**src/rtl/wus_pkg.sv**
```systemverilog
package wus_pkg;
  typedef enum logic [2:0] {
    ST_IDLE,
    ST_SLEEP,
    ST_SETTLE,
    ST_LISTEN,
    ST_WAKE
  } scan_st_e;

  typedef enum logic [1:0] {
    FLD_HDR,
    FLD_ADDR,
    FLD_DATA
  } fld_e;
endpackage

```
**src/rtl/wus_phase_timer.sv**
```systemverilog
module wus_phase_timer #(
  parameter int TMR_W = 16
) (
  input  logic             clk,
  input  logic             rst_n,
  input  logic             load,
  input  logic [TMR_W-1:0] value,
  output logic             expired
);
  logic [TMR_W-1:0] cnt_q, cnt_d;

  always_comb begin
    cnt_d = cnt_q;
    if (load)              cnt_d = value;
    else if (cnt_q != '0)  cnt_d = cnt_q - TMR_W'(1);
  end

  always_ff @(posedge clk or negedge rst_n) begin
    if (!rst_n) cnt_q <= '0;
    else        cnt_q <= cnt_d;
  end

  assign expired = (cnt_q == '0);


  load_value_chk: assert property (@(posedge clk) disable iff (!rst_n)
    load |=> cnt_q == $past(value));
endmodule

```
**src/rtl/wus_edge_det.sv**
```systemverilog
module wus_edge_det (
  input  logic clk,
  input  logic rst_n,
  input  logic sig,
  output logic rise
);
  logic sig_q;

  always_ff @(posedge clk or negedge rst_n) begin
    if (!rst_n) sig_q <= 1'b0;
    else        sig_q <= sig;
  end

  assign rise = sig & ~sig_q;
endmodule

```
**src/rtl/wus_field_seq.sv**
```systemverilog
module wus_field_seq
  import wus_pkg::*;
#(
  parameter int MATCH_MAX = 16,
  parameter int DATA_MAX  = 32
) (
  input  logic                           clk,
  input  logic                           rst_n,
  input  logic                           clear,
  input  logic                           bit_en,
  input  logic                           bit_val,
  input  logic [MATCH_MAX-1:0]           hdr_pattern,
  input  logic [$clog2(MATCH_MAX+1)-1:0] hdr_len,
  input  logic [MATCH_MAX-1:0]           addr_pattern,
  input  logic [$clog2(MATCH_MAX+1)-1:0] addr_len,
  input  logic [$clog2(DATA_MAX+1)-1:0]  data_len,
  output logic                           bad,
  output logic                           done,
  output logic                           capture,
  output logic [DATA_MAX-1:0]            data_word
);
  localparam int LEN_W  = $clog2(MATCH_MAX + 1);
  localparam int IDX_W  = $clog2(MATCH_MAX);
  localparam int DLEN_W = $clog2(DATA_MAX + 1);
  localparam int IW     = (DLEN_W > LEN_W) ? DLEN_W : LEN_W;

  fld_e                fld_q, fld_d, fld_nxt;
  logic [IW-1:0]       idx_q, idx_d, cur_len;
  logic [DATA_MAX-2:0] shr_q, shr_d;
  logic [DATA_MAX-1:0] shift_nxt;
  logic [IDX_W-1:0]    pos;
  logic                exp_bit, last, mismatch, fin;

  always_comb begin
    case (fld_q)
      FLD_HDR:  cur_len = IW'(hdr_len);
      FLD_ADDR: cur_len = IW'(addr_len);
      default:  cur_len = IW'(data_len);
    endcase
    pos       = IDX_W'(cur_len - idx_q - IW'(1));
    exp_bit   = (fld_q == FLD_HDR) ? hdr_pattern[pos] : addr_pattern[pos];
    last      = (idx_q == cur_len - IW'(1));
    mismatch  = (fld_q != FLD_DATA) && (bit_val != exp_bit);
    shift_nxt = {shr_q, bit_val};

    fld_nxt = FLD_DATA;
    fin     = 1'b0;
    case (fld_q)
      FLD_HDR: begin
        if (addr_len != '0)      fld_nxt = FLD_ADDR;
        else if (data_len != '0) fld_nxt = FLD_DATA;
        else                     fin     = 1'b1;
      end
      FLD_ADDR: begin
        if (data_len == '0) fin = 1'b1;
      end
      default: fin = 1'b1;
    endcase
  end

  assign bad       = bit_en && mismatch;
  assign done      = bit_en && !mismatch && last && fin;
  assign capture   = done && (fld_q == FLD_DATA);
  assign data_word = shift_nxt;

  always_comb begin
    fld_d = fld_q;
    idx_d = idx_q;
    shr_d = shr_q;
    if (clear) begin
      fld_d = FLD_HDR;
      idx_d = '0;
      shr_d = '0;
    end else if (bit_en && !mismatch) begin
      if (fld_q == FLD_DATA) shr_d = shift_nxt[DATA_MAX-2:0];
      if (last) begin
        idx_d = '0;
        fld_d = fld_nxt;
      end else begin
        idx_d = idx_q + IW'(1);
      end
    end
  end

  always_ff @(posedge clk or negedge rst_n) begin
    if (!rst_n) begin
      fld_q <= FLD_HDR;
      idx_q <= '0;
      shr_q <= '0;
    end else begin
      fld_q <= fld_d;
      idx_q <= idx_d;
      shr_q <= shr_d;
    end
  end
endmodule

```
**src/rtl/wakeup_scanner.sv**
```systemverilog
module wakeup_scanner
  import wus_pkg::*;
#(
  parameter int TMR_W     = 16,
  parameter int MATCH_MAX = 16,
  parameter int DATA_MAX  = 32
) (
  input  logic                           clk,
  input  logic                           rst_n,
  input  logic                           arm,
  input  logic [TMR_W-1:0]               sleep_cycles,
  input  logic [TMR_W-1:0]               settle_cycles,
  input  logic [TMR_W-1:0]               window_cycles,
  input  logic [MATCH_MAX-1:0]           hdr_pattern,
  input  logic [$clog2(MATCH_MAX+1)-1:0] hdr_len,
  input  logic [MATCH_MAX-1:0]           addr_pattern,
  input  logic [$clog2(MATCH_MAX+1)-1:0] addr_len,
  input  logic [$clog2(DATA_MAX+1)-1:0]  data_len,
  input  logic                           rx_bit,
  input  logic                           rx_clk,
  input  logic                           ack,
  output logic                           rx_power,
  output logic                           wake_irq,
  output logic [DATA_MAX-1:0]            data_out
);
  logic rst_meta_q, rst_sync_q;

  always_ff @(posedge clk or negedge rst_n) begin
    if (!rst_n) begin
      rst_meta_q <= 1'b0;
      rst_sync_q <= 1'b0;
    end else begin
      rst_meta_q <= 1'b1;
      rst_sync_q <= rst_meta_q;
    end
  end

  scan_st_e            st_q, st_d;
  logic                tmr_load, tmr_exp, seq_clear, bit_rise, bit_en;
  logic [TMR_W-1:0]    tmr_val;
  logic                seq_bad, seq_done, seq_cap;
  logic [DATA_MAX-1:0] seq_word, data_q, data_d;

  wus_phase_timer #(.TMR_W(TMR_W)) u_timer (
    .clk(clk), .rst_n(rst_sync_q), .load(tmr_load), .value(tmr_val),
    .expired(tmr_exp)
  );

  wus_edge_det u_edge (
    .clk(clk), .rst_n(rst_sync_q), .sig(rx_clk), .rise(bit_rise)
  );

  assign bit_en = bit_rise && (st_q == ST_LISTEN);

  wus_field_seq #(.MATCH_MAX(MATCH_MAX), .DATA_MAX(DATA_MAX)) u_seq (
    .clk(clk), .rst_n(rst_sync_q), .clear(seq_clear), .bit_en(bit_en),
    .bit_val(rx_bit), .hdr_pattern(hdr_pattern), .hdr_len(hdr_len),
    .addr_pattern(addr_pattern), .addr_len(addr_len), .data_len(data_len),
    .bad(seq_bad), .done(seq_done), .capture(seq_cap), .data_word(seq_word)
  );

  always_comb begin
    st_d      = st_q;
    tmr_load  = 1'b0;
    tmr_val   = sleep_cycles;
    seq_clear = 1'b0;
    case (st_q)
      ST_IDLE: if (arm) begin
        st_d     = ST_SLEEP;
        tmr_load = 1'b1;
      end
      ST_SLEEP:
        if (!arm) st_d = ST_IDLE;
        else if (tmr_exp) begin
          st_d     = ST_SETTLE;
          tmr_load = 1'b1;
          tmr_val  = settle_cycles;
        end
      ST_SETTLE:
        if (!arm) st_d = ST_IDLE;
        else if (tmr_exp) begin
          st_d      = ST_LISTEN;
          tmr_load  = 1'b1;
          tmr_val   = window_cycles;
          seq_clear = 1'b1;
        end
      ST_LISTEN:
        if (!arm) st_d = ST_IDLE;
        else if (seq_done) st_d = ST_WAKE;
        else if (seq_bad || tmr_exp) begin
          st_d     = ST_SLEEP;
          tmr_load = 1'b1;
        end
      ST_WAKE: if (ack) begin
        if (arm) begin
          st_d     = ST_SLEEP;
          tmr_load = 1'b1;
        end else begin
          st_d = ST_IDLE;
        end
      end
      default: st_d = ST_IDLE;
    endcase
  end

  assign data_d = seq_cap ? seq_word : data_q;

  always_ff @(posedge clk or negedge rst_sync_q) begin
    if (!rst_sync_q) begin
      st_q   <= ST_IDLE;
      data_q <= '0;
    end else begin
      st_q   <= st_d;
      data_q <= data_d;
    end
  end

  assign rx_power = (st_q == ST_SETTLE) || (st_q == ST_LISTEN);
  assign wake_irq = (st_q == ST_WAKE);
  assign data_out = data_q;


  irq_rx_off_chk: assert property (@(posedge clk) disable iff (!rst_sync_q)
    wake_irq |-> !rx_power);

  irq_hold_chk: assert property (@(posedge clk) disable iff (!rst_sync_q)
    (wake_irq && !ack) |=> wake_irq);

  ack_clear_chk: assert property (@(posedge clk) disable iff (!rst_sync_q)
    (wake_irq && ack) |=> !wake_irq);

  data_only_on_wake_chk: assert property (@(posedge clk) disable iff (!rst_sync_q)
    !$stable(data_out) |-> $rose(wake_irq));

  abort_on_bad_chk: assert property (@(posedge clk) disable iff (!rst_sync_q)
    seq_bad |=> !rx_power);
endmodule

```
**config.mk**
```make
export PLATFORM = sky130hd
export DESIGN_NAME = wakeup_scanner
export DESIGN_NICKNAME = d
export VERILOG_FILES = /design/src/rtl/wus_pkg.sv /design/src/rtl/wus_phase_timer.sv /design/src/rtl/wus_edge_det.sv /design/src/rtl/wus_field_seq.sv /design/src/rtl/wakeup_scanner.sv
export SDC_FILE = /design/constraint.sdc
export NUM_CORES = 1
export LEC_CHECK = 0
export ABC_CLOCK_PERIOD_IN_PS = 2800
export BUFFER_PORTS_ARGS = -buffer_cell sky130_fd_sc_hd__buf_2
export CAP_MARGIN = 0
export CORE_ASPECT_RATIO = 0.75
export CORE_UTILIZATION = 49
export DETAILED_ROUTE_END_ITERATION = 8
export HOLD_SLACK_MARGIN = 0.12
export PLACE_DENSITY_LB_ADDON = 0.12
export REMOVE_ABC_BUFFERS = 1
export SLEW_MARGIN = 20
export SYNTH_ARGS = -nofsm -noshare
export SYNTH_HDL_FRONTEND = slang
export SYNTH_SLANG_ARGS = --single-unit
```
**constraint.sdc**
```tcl
create_clock -name clk -period 2.8 [get_ports clk]
set_input_delay 0.28 -clock clk [delete_from_list [all_inputs] [get_ports clk]]
set_output_delay 0.28 -clock clk [all_outputs]
set_load 0.05 [all_outputs]
```
# Word level (Yosys, flattened, before mapping)
# Index checks and enable logic that the tools add are counted.
# Widths: inputs -> output; s select.
# classes
n_addsub	5
n_mul	0
div_mod_pow	0
magnitude_cmp	1
eq_ne	14
n_shift	0
muxes	48
bitwise_logic	2
n_reduce_logical	25
# ops
cell	count
$mux 16	6
$mux 31	3
$pmux 16 s2	1
$mux 3	9
$mux 6	3
$logic_not 16->1	1
$reduce_bool 16->1	1
$sub 16x1->16 const B	1
$mux 1	15
$pmux 3 s5	1
$pmux 6 s2	1
$mux 2	5
$bmux 1 s4	2
$reduce_bool 2->1	4
$logic_and 1x1->1	7
$add 6x1->6 const B	1
$eq 3x2->1 const B	2
$eq 6x6->1	1
$logic_not 6->1	1
$ne 2x2->1 const B	3
$ne 3x3->1 const B	2
$reduce_bool 6->1	1
$sub 6x1->6 const B	1
$lt 4x5->1 const B	1
20 further kinds	22
# totals
regBits	93
latchBits	0
mem_bits_rw	0
rom_bits	0
inputBits	102
out_inout_bits	34
wordCells	104
n_memories	0

# Longest topological paths before layout
# Gate-level depths: netlist of the first run.
# logic_depth
ltp_word	17
ltp_mapped	16

# Hierarchy
# Synthesis of the first run repeated with hierarchy kept, for this count alone.
# unflattened
cells_unflattened	570
area_unflattened_um2	5507.8
# modules_own_cells
mod	n_inst	cells_per_inst	area_each_um2	seq_area_each_um2
wus_field_seq	1	298	2549.9	975.9
wakeup_scanner	1	162	1896.8	925.9
wus_phase_timer	1	108	1022.2	400.4
wus_edge_det	1	2	38.8	25.0

# Worst setup path after synthesis of the first run
# No wires, ideal clock.
# synth_path
kind	reg2reg
from	register u_seq.fld_q[0]
to	register u_timer.cnt_q[10]
setup_ps	79
t_arrival_ps	3913
setup_slack_ps	-1192
path_stages_with_launch	17
synth_period_minus_slack_ps	3992
cell_sequence	dfrtp_1 -> buf_6 -> mux2_2 -> mux2i_1 -> inv_1 -> ha_1 -> fa_1 -> clkbuf_1 -> mux4_2 -> nand3_1 -> nand2_1 -> o2bb2ai_1 -> nand3_1 -> and3b_1 -> a311oi_4 -> buf_6 -> mux2i_1
# synth_via
elab_chain_cells	17
elab_cells_between_ends	28
cone_classes	add/sub: 3; eq/ne: 4; mux: 12; reduce/logical: 9
# synth_lines
item	line	source
from (decl)	wus_field_seq.sv:27	fld_e fld_q, fld_d, fld_nxt;
from (signal assigned)	wus_field_seq.sv:91	fld_q <= fld_d;
$eq 2x1->1 / $logic_not 2->1 (equally long branches)	wus_field_seq.sv:35, wus_field_seq.sv:48, wus_field_seq.sv:41	
$pmux 6 s2	wus_field_seq.sv:35	case (fld_q)
$sub 4x4->4	wus_field_seq.sv:40	pos = IDX_W'(cur_len - idx_q - IW'(1));
$sub 4x1->4	wus_field_seq.sv:40	
$bmux 1 s4	wus_field_seq.sv:41	exp_bit = (fld_q == FLD_HDR) ? hdr_pattern[pos] : addr_pattern[pos];
$mux 1 (not written as such)	wus_field_seq.sv:41	
$mux 1	wus_field_seq.sv:41	
$ne 1x1->1	wus_field_seq.sv:43	mismatch = (fld_q != FLD_DATA) && (bit_val != exp_bit);
$logic_and 1x1->1	wus_field_seq.sv:43	
$logic_not 1->1	wus_field_seq.sv:62	assign done = bit_en && !mismatch && last && fin;
$logic_and 1x1->1 (3 in a row)	wus_field_seq.sv:62	
$mux 1 (*)	wakeup_scanner.sv:89	else if (seq_done) st_d = ST_WAKE;
$mux 1 (*)	wakeup_scanner.sv:88	if (!arm) st_d = ST_IDLE;
$pmux 1 s4 (*)	wakeup_scanner.sv:67	case (st_q)
$mux 16 / $reduce_bool 2->1 (equally long branches)	--	
to (signal assigned)	wus_phase_timer.sv:20	else cnt_q <= cnt_d;
to (decl)	wus_phase_timer.sv:10	logic [TMR_W-1:0] cnt_q, cnt_d;
# Every way passes the cells marked *; elsewhere a longest branch is shown, timed or not. The select of a mux whose other input is x is not followed.
# A chain may end at the register's enable or synchronous reset.

# Final worst setup path of the first run
# layout_path
from	register u_seq.fld_q[0]
to	register data_q[9] (netlist: data_out[9])
# layout_via
elab_chain_cells	14
elab_cells_between_ends	22
cone_classes	add/sub: 3; eq/ne: 5; mux: 7; reduce/logical: 7
# layout_lines
item	line	source
$eq 2x1->1 / $logic_not 2->1 (equally long branches)	wus_field_seq.sv:35, wus_field_seq.sv:48, wus_field_seq.sv:41	
$pmux 6 s2	wus_field_seq.sv:35	
$sub 4x4->4	wus_field_seq.sv:40	
$sub 4x1->4	wus_field_seq.sv:40	
$bmux 1 s4	wus_field_seq.sv:41	
$mux 1 (not written as such)	wus_field_seq.sv:41	
$mux 1	wus_field_seq.sv:41	
$ne 1x1->1	wus_field_seq.sv:43	
$logic_and 1x1->1	wus_field_seq.sv:43	
$logic_not 1->1	wus_field_seq.sv:62	
$logic_and 1x1->1 (3 in a row)	wus_field_seq.sv:62	
$logic_and 1x1->1 (*)	wus_field_seq.sv:63	assign capture = done && (fld_q == FLD_DATA);
to (signal assigned)	wakeup_scanner.sv:114	data_q <= data_d;
to (decl)	wakeup_scanner.sv:42	logic [DATA_MAX-1:0] seq_word, data_q, data_d;
# Marks and branches as above.

==> impl_summary.log, run 1 <==
[metrics] number of distinct library cells after synthesis: 61
[metrics] synthesized instance count: 492
[metrics] vias post-DR: 4471
[metrics] Die Height: 92.3 µm
[metrics] cell family with most CP delay: buffers and inverters
[metrics] Vias per Instance: 5.43
[metrics] power per cell area: 528 nW/µm²
[metrics] slowest cell delay on critical path: 420 ps
[metrics] RR Startpoint: u_seq.fld_q[0]$_DFFE_PN0P_
[metrics] number of design rule violations left after detail routing: 0
[metrics] Post-DRT Antenna Nets: 0
[metrics] transition at the pin with the smallest max-transition slack: 606 ps
[metrics] Clock Root Buffer: sky130_fd_sc_hd__clkbuf_16
[metrics] H-tree Lvls: 3
[metrics] number of antenna diodes: 0
[metrics] area delta synth->final: 37.0%
[metrics] PortBufs: 135
[metrics] Max-slew headroom: 59.3%
[metrics] post-route fraction of the period consumed by the critical path: 128%
[metrics] placement row count: 32
[metrics] RSZ-0062 raised after global routing: yes
[metrics] register-to-register path setup slack: -790 ps
[metrics] maximum clock skew at final layout: 9.04 ps
[metrics] clock period minus worst slack: 3590 ps
[metrics] largest area contributor in the netlist: sky130_fd_sc_hd__dfrtp_1
[metrics] Clock transition at path regs: 70 ps
[metrics] worst setup path endpoint: data_out[9]$_DFFE_PN0P_
[metrics] maximum number of pins on one net before global-route repair: 45
[metrics] CORE AREA: 10400 µm²
[metrics] share of synthesized area occupied by flip-flops and latches: 43.7%
[metrics] clock network latency to the later pin of the worst-skew pair: 350 ps
[metrics] cell with the most instances after synthesis: sky130_fd_sc_hd__dfrtp_1
[metrics] number of buffers created by CTS: 9
[metrics] dominant synthesized flop cell: sky130_fd_sc_hd__dfrtp_1
[metrics] clock tree buffer depth: 2
[metrics] initial antenna violation count: 0
[metrics] TritonCTS clock tree: yes
[metrics] router iterations before antenna repair: 5
[metrics] total overflow reported by the global router: 0
[metrics] length in cells of the worst reg-to-reg path: 18
[metrics] Net count, final: 792
[metrics] synthesis warning total: 0
[metrics] critical path cell sequence: mux2_4, mux2i_4, buf_4, buf_6, buf_4, buf_4, buf_6, buf_6, ha_4, nand2b_4, a221o_1, o311a_1, mux2_4, a211oi_4, nand3_4, buf_12, buf_12, mux2_4
[metrics] full die area: 11300 µm²
[metrics] routability congestion estimate from global placement: 0.836
[metrics] first-pass GRT wire length: 21800 µm
[metrics] Arr. time, crit path: 3820 ps
[metrics] leakage power summed over all cells: 3.79 nW
[metrics] proportion of synthesized flip-flops having asynchronous set or reset: 100%
[metrics] combined global-route utilization of all metal layers: 24.7%
[metrics] routed wire length: 13100 µm
[metrics] class of the tightest hold or removal check: primary input to flip-flop
[metrics] kind of end point of the critical path: flip-flop
[metrics] top fanout value on the critical path: 6
[metrics] total negative slack: -43000 ps
[metrics] cell depth of the worst setup path: 18
[metrics] top post-synthesis cells by area: sky130_fd_sc_hd__dfrtp_1, sky130_fd_sc_hd__mux2i_1, sky130_fd_sc_hd__mux2_2
[metrics] filler cell count in the final layout: 816
[metrics] average instance area after synthesis: 10.8 µm²
[metrics] type of element launching the critical path: flip-flop
[metrics] wire per inst: 15.9 µm
[metrics] number of max-slew violations in the final report: 0
[metrics] starting density of the core: 51.2%
[metrics] chip width: 122 µm
[metrics] Max stage delay cell, worst path: sky130_fd_sc_hd__dfrtp_1
[metrics] # clock sinks: 93
[metrics] final-report setup violation count: 59
[metrics] fraction of synthesized cell area taken by the top area cell type: 43.7%
[metrics] number of synthesized flops with an enable pin: 0
[metrics] Critical Path Start: u_seq.fld_q[0]$_DFFE_PN0P_
[metrics] mapped cell area: 5330 µm²
[metrics] via count of the first global-routing pass: 4506
[metrics] first-iteration detailed-routing DRC count: 252
[metrics] Max Clk Rate: 0.278 GHz
[metrics] endpoint of the worst-slack reg-to-reg timing path: data_out[9]$_DFFE_PN0P_
[metrics] Worst EP required: 3030 ps
[metrics] pre-CTS WS: -978 ps
[metrics] ratio of cells with drive above 1 in the final layout: 44.6%
[metrics] HPWL after detailed placement: 9250 µm
[metrics] failing checks: setup timing
[metrics] leading post-synthesis cells by instance count: sky130_fd_sc_hd__dfrtp_1, sky130_fd_sc_hd__mux2i_1, sky130_fd_sc_hd__nor2_1
[metrics] Min Hold Slack: 221 ps
[metrics] post-route setup slack: -793 ps
[metrics] largest voltage drop on the vdd net: 0.348 mV
[metrics] max cap viols: 0
[metrics] final hold violation count: 0
[metrics] number of top-level pins: 136
[metrics] Buf/Inv on CP: 8
[metrics] #FFs+latches synth: 93
[metrics] result of the run: finished, violations left
[metrics] critical path type: flip-flop to flip-flop
metal layers:
layer / track usage, % / part of all wire, % / wire (µm)
met4: 7.22 / 1.3 / 171
met5: 0 / 0 / 0
met1: 33.7 / 47 / 6130
met2: 40.2 / 47 / 6190
met3: 4.37 / 4.7 / 612
logic make-up (layout without fill, tap and decap cells):
group / after synthesis / in the layout / share of synthesized area [%]
compound gates: 77 / 77 / 10.6
buf+inv: 39 / 235 / 3.71
simple gates: 159 / 159 / 15.5
flops: 93 / 93 / 43.7
mux: 98 / 98 / 21.6
xor+xnor: 17 / 17 / 2.79
fa+ha+maj: 8 / 8 / 1.97
other cells: 1 / 1 / 0.0704
state kept, by name, summed over array words and instances, names as in the netlist:
name           cells
u_edge.sig_q       1
u_seq.fld_q        2
rst_meta_q         1
u_seq.shr_q       31
data_out          32
u_timer.cnt_q     16
rst_sync_q         1
st_q               3
u_seq.idx_q        6
layout by cell type (no fill, tap or decap), drive strengths merged, types with 3 or more instances in the layout:
master  netlist  final
dfrtp        93     93
mux2         37     37
nor4          3      3
ha            6      6
o21ai         8      8
nand4         4      4
nand3        25     25
inv          12     16
buf          17    205
a21oi        27     27
or4           3      3
nor2         51     51
nor3         16     16
nand2b        5      5
nor2b         9      9
mux4          8      8
o211ai        3      3
o21a          3      3
xor2         10     10
xnor2         7      7
mux2i        53     53
nand2        27     27
a22o         17     17
clkbuf       10      9
where the power goes:
group | internal [W] | total [W] | leakage [nW] | switching [W]
sequential | 0.00147 | 0.00162 | 1.24 | 0.000147
clock | 0.000714 | 0.00128 | 0.154 | 0.000561
combinational | 0.000521 | 0.000958 | 2.39 | 0.000437
total | 0.00271 | 0.00385 | 3.79 | 0.00115
area by class of cell:
type	instances	area, µm²	area share, %
clock inverters	7	90.1	1.23
well taps	136	170	2.33
repair buffers	207	1400	19.2
multi-input cells	360	3040	41.6
inverters	12	45.0	0.617
clock buffers	9	225	3.08
flip-flops and latches	93	2330	31.9
worst min-delay path by stage:
stage	startpoint	to	slack, ps	cells after the start
after global placement	rst_n	rst_meta_q$_DFF_PN0_	60	1
after detailed placement	rst_n	rst_meta_q$_DFF_PN0_	70	1
final	window_cycles[15]	u_timer.cnt_q[15]$_DFFE_PN0P_	220	3
after CTS	window_cycles[15]	u_timer.cnt_q[15]$_DFFE_PN0P_	210	3
after floorplan	rst_n	rst_meta_q$_DFF_PN0_	-20	0
after global routing	rst_n	rst_sync_q$_DFF_PN0_	240	2
through the flow:
stage	power, W	cells	instance area [µm²]	util, %
6_report	0.00385	824	7300	70.2
5_1_grt	0.00406	824	7300	70.2
4_1_cts	0.00384	819	7190	69.1
3_5_place_dp	0.00247	781	6410	61.6
3_3_place_gp	0.00243	781	6410	61.6
2_1_floorplan	0.00215	465	5180	-
worst register-to-register path: cells and delay by family (launching register included):
| kind | cells | cell delay (ps) |
|---|---|---|
| multiplexers | 4 | 930 |
| buffers and inverters | 8 | 970 |
| adder cells (fa/ha/maj) | 1 | 160 |
| flip-flops | 1 | 420 |
| AO/OA/AOI/OAI | 3 | 700 |
| AND/OR/NAND/NOR | 2 | 300 |
timing repair:
action / in CTS / in global routing
pin swaps: 8 / 14
setup buffers: 58 / 6
hold buffers: 2 / 0
hold endpoints to repair: 3 / 0
endpoints found under the setup margin: 59 / 59
gates resized for setup: 50 / 16
gates cloned: 4 / 0
No activity file was read; power rests on OpenSTA's default activity.
==> inputs of run 2 (changes only) <==
- CORE_ASPECT_RATIO: 0.75 -> 0.5
==> run 2 against run 1 <==
- the run still ends with setup timing left
- design area fell by 3.1%
- sequential power barely moved
- fmax fell by 0.68%
- power rose by 0.34%
- clock skew fell by 1.8 ps
- core utilization fell by 2.0 points
- non-clock buffer count fell by 16
- die area rose by 0.18%
- highest routed layer unchanged
==> impl_summary.log, run 2 (synthesized netlist as in run 1, its figures left out) <==
[metrics] number of max-slew violations in the final report: 0 (unchanged)
[metrics] TritonCTS clock tree: yes (unchanged)
[metrics] most common cell after layout, fill and taps aside: sky130_fd_sc_hd__buf_2 (unchanged)
[metrics] final hold violation count: 0 (unchanged)
[metrics] routability congestion estimate from global placement: 0.835 (was 0.836)
[metrics] ratio of cells with drive above 1 in the final layout: 42.1% (was 44.6%)
[metrics] critical path type: flip-flop to flip-flop (unchanged)
[metrics] number of design rule violations left after detail routing: 0 (unchanged)
[metrics] clock network latency to the later pin of the worst-skew pair: 350 ps (about the same)
[metrics] Die Height: 75.8 µm (was 92.3 µm)
[metrics] maximum clock skew at final layout: 7.26 ps (was 9.04 ps)
[metrics] combined global-route utilization of all metal layers: 22.7% (was 24.7%)
[metrics] placement row count: 26 (was 32)
[metrics] full die area: 11300 µm² (about the same)
[metrics] Worst EP required: 3070 ps (was 3030 ps)
[metrics] class of the tightest hold or removal check: primary input to flip-flop (unchanged)
[metrics] final-report setup violation count: 59 (unchanged)
[metrics] flip-flop count of the largest register, all copies and words added: 32 (unchanged)
[metrics] Cell Count Post-Placement: 787 (was 781)
[metrics] top library cells by usage in the layout, fill and taps aside: sky130_fd_sc_hd__buf_2, sky130_fd_sc_hd__dfrtp_1, sky130_fd_sc_hd__mux2i_1 (unchanged)
[metrics] RSZ-0062 raised after global routing: yes (unchanged)
[metrics] transition at the pin with the smallest max-transition slack: 635 ps (was 606 ps)
[metrics] number of antenna diodes: 0 (unchanged)
[metrics] kind of end point of the critical path: flip-flop (unchanged)
[metrics] Net count, final: 776 (was 792)
[metrics] HPWL after detailed placement: 8840 µm (was 9250 µm)
[metrics] first-pass GRT wire length: 19800 µm (was 21800 µm)
[metrics] clock period minus worst slack: 3620 ps (was 3590 ps)
[metrics] number of standard cells in the layout, taps in and fillers out: 812 (was 824)
[metrics] pre-CTS WS: -1010 ps (was -978 ps)
[metrics] routed wire length: 12800 µm (was 13100 µm)
[metrics] H-tree Lvls: 3 (unchanged)
[metrics] total overflow reported by the global router: 0 (unchanged)
[metrics] number of buffers created by CTS: 9 (unchanged)
[metrics] largest voltage drop on the vdd net: 0.308 mV (was 0.348 mV)
[metrics] Clock transition at path regs: 70 ps (about the same)
[metrics] Arr. time, crit path: 3880 ps (was 3820 ps)
[metrics] PortBufs: 135 (unchanged)
[metrics] Vias per Instance: 5.44 (was 5.43)
[metrics] via count of the first global-routing pass: 4107 (was 4506)
[metrics] Clock Root Buffer: sky130_fd_sc_hd__clkbuf_16 (unchanged)
[metrics] maximum number of pins on one net before global-route repair: 51 (was 45)
[metrics] leakage power summed over all cells: 3.68 nW (was 3.79 nW)
[metrics] Max Clk Rate: 0.276 GHz (was 0.278 GHz)
[metrics] power per cell area: 546 nW/µm² (was 528 nW/µm²)
[metrics] top fanout value on the critical path: 8 (was 6)
[metrics] post-route setup slack: -817 ps (was -793 ps)
[metrics] router iterations before antenna repair: 4 (was 5)
[metrics] critical path cell sequence: mux2_4, mux2i_4, inv_1, ha_2, fa_2, mux4_2, nand3_1, nand2_1, o2bb2ai_4, nand3_2, and3b_2, a311oi_4, buf_6, buf_12, mux2i_1 (was mux2_4, mux2i_4, buf_4, buf_6, buf_4, buf_4, buf_6, buf_6, ha_4, nand2b_4, a221o_1, o311a_1, mux2_4, a211oi_4, nand3_4, buf_12, buf_12, mux2_4)
[metrics] Post-DRT Antenna Nets: 0 (unchanged)
[metrics] result of the run: finished, violations left (unchanged)
[metrics] failing checks: setup timing (unchanged)
[metrics] vias post-DR: 4416 (was 4471)
[metrics] initial antenna violation count: 0 (unchanged)
[metrics] # clock sinks: 93 (unchanged)
[metrics] clock tree buffer depth: 2 (unchanged)
[metrics] Design Power: 0.00387 W (was 0.00385 W)
[metrics] first-iteration detailed-routing DRC count: 225 (was 252)
[metrics] number of top-level pins: 136 (unchanged)
[metrics] wire per inst: 15.8 µm (was 15.9 µm)
[metrics] post-route fraction of the period consumed by the critical path: 129% (was 128%)
[metrics] CORE AREA: 10400 µm² (about the same)
[metrics] slowest cell delay on critical path: 620 ps (was 420 ps)
[metrics] type of element launching the critical path: flip-flop (unchanged)
[metrics] Max-slew headroom: 57.3% (was 59.3%)
[metrics] max cap viols: 0 (unchanged)
[metrics] area delta synth->final: 32.8% (was 37.0%)
[metrics] Max stage delay cell, worst path: sky130_fd_sc_hd__fa_2 (was sky130_fd_sc_hd__dfrtp_1)
[metrics] starting density of the core: 51.4% (was 51.2%)
[metrics] chip width: 149 µm (was 122 µm)
-- run 2: cell types whose count changed in the layout (fill, tap and decap cells not counted), moves of 2 or more --
cell | before | now
sky130_fd_sc_hd__buf_16 | 3 | 1
sky130_fd_sc_hd__mux2_4 | 21 | 19
sky130_fd_sc_hd__inv_6 | 4 | 1
sky130_fd_sc_hd__nand3_1 | 18 | 20
sky130_fd_sc_hd__mux2_2 | 16 | 18
sky130_fd_sc_hd__nand3_2 | 6 | 4
sky130_fd_sc_hd__clkbuf_16 | 9 | 11
sky130_fd_sc_hd__buf_6 | 14 | 5
sky130_fd_sc_hd__buf_4 | 47 | 41
-- run 2: report_power, final --
part | switching [W] | internal, W | leakage [nW]
combinational | 0.000407 | 0.000482 | 2.27
clock | 0.000536 | 0.000816 | 0.165
sequential | 0.000151 | 0.00147 | 1.24
-- run 2: layout make-up --
| cell class | count | area [µm²] |
|---|---|---|
| clock inverter | 6 | 93.8 |
| timing repair buffer | 191 | 1240 |
| inverter | 12 | 45.0 |
| tap | 140 | 175 |
| multi-input combinational | 360 | 2960 |
| fill | 827 | 3300 |
| sequential | 93 | 2330 |
| clock buffer | 10 | 239 |
-- run 2: per-layer routing --
metal  track usage, %  up-vias  part of all wire (%)
met2             39.9      118                    49
li1                 -     2132                     -
met1             29.1     2152                    45
met3             4.79       14                   4.6
met5                0        -                     0
met4             5.78        0                   1.0
-- run 2: path summary, 6_finish.rpt --
path,startpoint,end,slack (ps),cells after the start
max in group asynchronous,rst_sync_q$_DFF_PN0_,u_seq.shr_q[5]$_DFFE_PN0P_,1790,1
hold / removal,window_cycles[12],u_timer.cnt_q[12]$_DFFE_PN0P_,220,3
setup reg to reg,u_seq.fld_q[0]$_DFFE_PN0P_,u_timer.cnt_q[14]$_DFFE_PN0P_,-820,15
min in group asynchronous,rst_n,rst_sync_q$_DFF_PN0_,240,2
setup / recovery,u_seq.fld_q[0]$_DFFE_PN0P_,u_timer.cnt_q[14]$_DFFE_PN0P_,-820,15
hold reg to reg,rst_sync_q$_DFF_PN0_,u_timer.cnt_q[14]$_DFFE_PN0P_,340,0
-- run 2: timing repair --
action,CTS,global route
hold endpoints to repair,3,0
buffers inserted,1,2
cloned,1,3
pin swaps,8,6
endpoints found under the setup margin,59,59
hold buffers,2,0
gates resized for setup,22,15
-- run 2: critical path: cells and delay by family (launching register included) --
| family | cells | cell delay (ps) |
|---|---|---|
| fa+ha+maj | 2 | 810 |
| simple gates | 4 | 530 |
| flops | 1 | 420 |
| buf+inv | 3 | 370 |
| mux | 4 | 990 |
| compound gates | 2 | 410 |
-- run 2: metrics by stage --
stage               hold slack (ps)  TNS [ps]  area [µm²]  utilization, %
finish                          218    -29480        7080            68.2
global route                    225    -36590        7080            68.2
CTS                             212    -30790        6930            66.8
detailed placement             65.1    -37990        6460            62.2
global placement               64.0    -34000        6460            62.2
floorplan                     -15.6    -68760        5180               -
==> inputs of run 3 (changes only) <==
- CTS_BUF_LIST: not set -> sky130_fd_sc_hd__clkbuf_2
- SLEW_MARGIN: 20 -> 10
==> run 3 against run 2 <==
- the run still ends with setup timing left
- design area rose by 4.8%
- setup slack worse by 65 ps
- power is 13% lower
- hold slack better by 36 ps
- highest routed layer unchanged
==> impl_summary.log, run 3 (synthesized netlist as in run 1, its figures left out) <==
[metrics] maximum clock skew at final layout: 20.9 ps (was 7.26 ps)
[metrics] register-to-register path setup slack: -880 ps (was -820 ps)
[metrics] clock network latency to the later pin of the worst-skew pair: 560 ps (was 350 ps)
[metrics] critical path cell sequence: mux2_4, mux2i_4, inv_1, ha_2, fa_2, mux4_2, nand3_1, nand2_1, o2bb2ai_4, nand3_2, and3b_2, a311oi_4, buf_6, buf_12, mux2i_1 (unchanged)
[metrics] number of buffers created by CTS: 9 (unchanged)
[metrics] HPWL after detailed placement: 8840 µm (unchanged)
[metrics] Internal Dissipation: 0.00231 W (was 0.00277 W)
[metrics] result of the run: finished, violations left (unchanged)
[metrics] routability congestion estimate from global placement: 0.835 (unchanged)
[metrics] initial antenna violation count: 0 (unchanged)
[metrics] Max-slew headroom: 57.7% (was 57.3%)
[metrics] wire per inst: 16.0 µm (was 15.8 µm)
[metrics] via count of the first global-routing pass: 4447 (was 4107)
[metrics] Net Sw Frac: 31.3% (was 28.3%)
[metrics] number of standard cells in the layout, taps in and fillers out: 867 (was 812)
[metrics] most common cell after layout, fill and taps aside: sky130_fd_sc_hd__buf_2 (unchanged)
[metrics] Clock Root Buffer: sky130_fd_sc_hd__clkbuf_2 (was sky130_fd_sc_hd__clkbuf_16)
[metrics] maximum number of pins on one net before global-route repair: 51 (unchanged)
[metrics] RSZ-0062 raised after global routing: yes (unchanged)
[metrics] PortBufs: 135 (unchanged)
[metrics] chip width: 149 µm (unchanged)
[metrics] full die area: 11300 µm² (unchanged)
[metrics] total overflow reported by the global router: 0 (unchanged)
[metrics] Vias per Instance: 5.37 (was 5.44)
[metrics] power per cell area: 453 nW/µm² (was 546 nW/µm²)
[metrics] Design Power: 0.00336 W (was 0.00387 W)
[metrics] Clock transition at path regs: 250 ps (was 70 ps)
[metrics] number of max-slew violations in the final report: 0 (unchanged)
[metrics] ratio of cells with drive above 1 in the final layout: 38.8% (was 42.1%)
[metrics] clock period minus worst slack: 3680 ps (was 3620 ps)
[metrics] flip-flop count of the largest register, all copies and words added: 32 (unchanged)
[metrics] # clock sinks: 93 (unchanged)
[metrics] Post-DRT Antenna Nets: 0 (unchanged)
[metrics] class of the tightest hold or removal check: primary input to flip-flop (unchanged)
[metrics] leakage power summed over all cells: 3.82 nW (was 3.68 nW)
[metrics] Worst EP required: 3300 ps (was 3070 ps)
[metrics] type of element launching the critical path: flip-flop (unchanged)
[metrics] vias post-DR: 4653 (was 4416)
[metrics] final hold violation count: 0 (unchanged)
[metrics] number of design rule violations left after detail routing: 0 (unchanged)
[metrics] cell family with most CP delay: multiplexers (unchanged)
[metrics] Buf/Inv on CP: 3 (unchanged)
[metrics] starting density of the core: 51.4% (unchanged)
[metrics] number of top-level pins: 136 (unchanged)
[metrics] failing checks: setup timing (unchanged)
[metrics] Cell Count Post-Placement: 787 (unchanged)
[metrics] routed wire length: 13900 µm (was 12800 µm)
[metrics] area delta synth->final: 39.1% (was 32.8%)
[metrics] Max stage delay cell, worst path: sky130_fd_sc_hd__fa_2 (unchanged)
[metrics] H-tree Lvls: 3 (unchanged)
[metrics] Net count, final: 830 (was 776)
[metrics] transition at the pin with the smallest max-transition slack: 630 ps (was 635 ps)
[metrics] critical path type: flip-flop to flip-flop (unchanged)
[metrics] post-route setup slack: -882 ps (was -817 ps)
[metrics] post-route fraction of the period consumed by the critical path: 131% (was 129%)
[metrics] sequential group share of total power: 48.5% (was 42.0%)
[metrics] combinational fraction of design power: 28.5% (was 23.0%)
[metrics] largest voltage drop on the vdd net: 0.232 mV (was 0.308 mV)
[metrics] combined global-route utilization of all metal layers: 24.6% (was 22.7%)
[metrics] max cap viols: 0 (unchanged)
[metrics] Arr. time, crit path: 4180 ps (was 3880 ps)
[metrics] clock tree buffer depth: 2 (unchanged)
[metrics] top library cells by usage in the layout, fill and taps aside: sky130_fd_sc_hd__buf_2, sky130_fd_sc_hd__dfrtp_1, sky130_fd_sc_hd__dlygate4sd3_1 (was sky130_fd_sc_hd__buf_2, sky130_fd_sc_hd__dfrtp_1, sky130_fd_sc_hd__mux2i_1)
[metrics] router iterations before antenna repair: 4 (unchanged)
[metrics] top fanout value on the critical path: 8 (unchanged)
[metrics] Max Clk Rate: 0.272 GHz (was 0.276 GHz)
[metrics] TritonCTS clock tree: yes (unchanged)
[metrics] first-pass GRT wire length: 21400 µm (was 19800 µm)
[metrics] Min Hold Slack: 254 ps (was 218 ps)
[metrics] first-iteration detailed-routing DRC count: 192 (was 225)
[metrics] slowest cell delay on critical path: 630 ps (was 620 ps)
[metrics] Die Height: 75.8 µm (unchanged)
[metrics] kind of end point of the critical path: flip-flop (unchanged)
[metrics] CORE AREA: 10400 µm² (unchanged)
[metrics] final-report setup violation count: 59 (unchanged)
[metrics] placement row count: 26 (unchanged)
[metrics] Net Sw Power: 0.00105 W (was 0.00109 W)
[metrics] Clk network pwr share: 23.0% (was 35.0%)
run 3: worst paths after layout:
kind                                             from                            end  cells past startpoint
setup reg to reg           u_seq.fld_q[0]$_DFFE_PN0P_  u_timer.cnt_q[14]$_DFFE_PN0P_                     15
setup / recovery           u_seq.fld_q[0]$_DFFE_PN0P_  u_timer.cnt_q[14]$_DFFE_PN0P_                     15
min in group asynchronous        rst_sync_q$_DFF_PN0_    u_seq.shr_q[16]$_DFFE_PN0P_                      0
hold reg to reg                  rst_sync_q$_DFF_PN0_    u_seq.shr_q[16]$_DFFE_PN0P_                      0
max in group asynchronous        rst_sync_q$_DFF_PN0_     u_seq.shr_q[6]$_DFFE_PN0P_                      1
hold / removal                            addr_len[3]     u_seq.fld_q[1]$_DFFE_PN0P_                      4
run 3: power by group through the flow:
stage               combinational [W]  sequential (W)  clock [W]
global placement             0.000793         0.00164          0
CTS                          0.000934         0.00163   0.000805
finish                       0.000958         0.00163   0.000773
global route                  0.00106         0.00164   0.000846
floorplan                    0.000525         0.00163          0
detailed placement           0.000823         0.00165          0
run 3: tightest hold or removal path, stage by stage:
cell and delay, ps:
sky130_fd_sc_hd__buf_2 80, sky130_fd_sc_hd__nor2_1 50, sky130_fd_sc_hd__a21oi_1 260, sky130_fd_sc_hd__mux2i_1 120
run 3: through the flow:
| stage | TNS (ps) | utilization (%) | cell area (µm²) | setup WS [ps] |
|---|---|---|---|---|
| detailed placement | -37990 | 62.2 | 6460 | -1010 |
| finish | -33100 | 71.4 | 7410 | -882 |
| CTS | -32580 | 70.1 | 7280 | -903 |
| global placement | -34000 | 62.2 | 6460 | -850 |
| global route | -41830 | 71.4 | 7410 | -1100 |
| floorplan | -68760 | - | 5180 | -1300 |
run 3: repair_timing:
item,in CTS,in global routing
hold endpoints to repair,22,0
gates cloned,1,3
setup buffers,3,2
resized for setup,22,12
hold buffers,54,0
pin swaps,8,3
endpoints found under the setup margin,59,59
run 3: final cells by class:
| class | instances | area [µm²] |
|---|---|---|
| multi-input combinational | 360 | 2950 |
| tap | 140 | 175 |
| clock buffer | 9 | 45.0 |
| inverter | 12 | 45.0 |
| sequential | 93 | 2330 |
| clock inverter | 7 | 97.6 |
| timing repair buffer | 245 | 1770 |
| antenna | 1 | 2.50 |
| fill | 779 | 2960 |
run 3: per-layer routing:
metal	up-vias	wire, µm	GRT usage, %
li1	2243	-	-
met1	2266	6020	30.9
met2	132	7110	44.7
met3	12	618	4.43
met4	0	122	6.80
met5	-	0	0
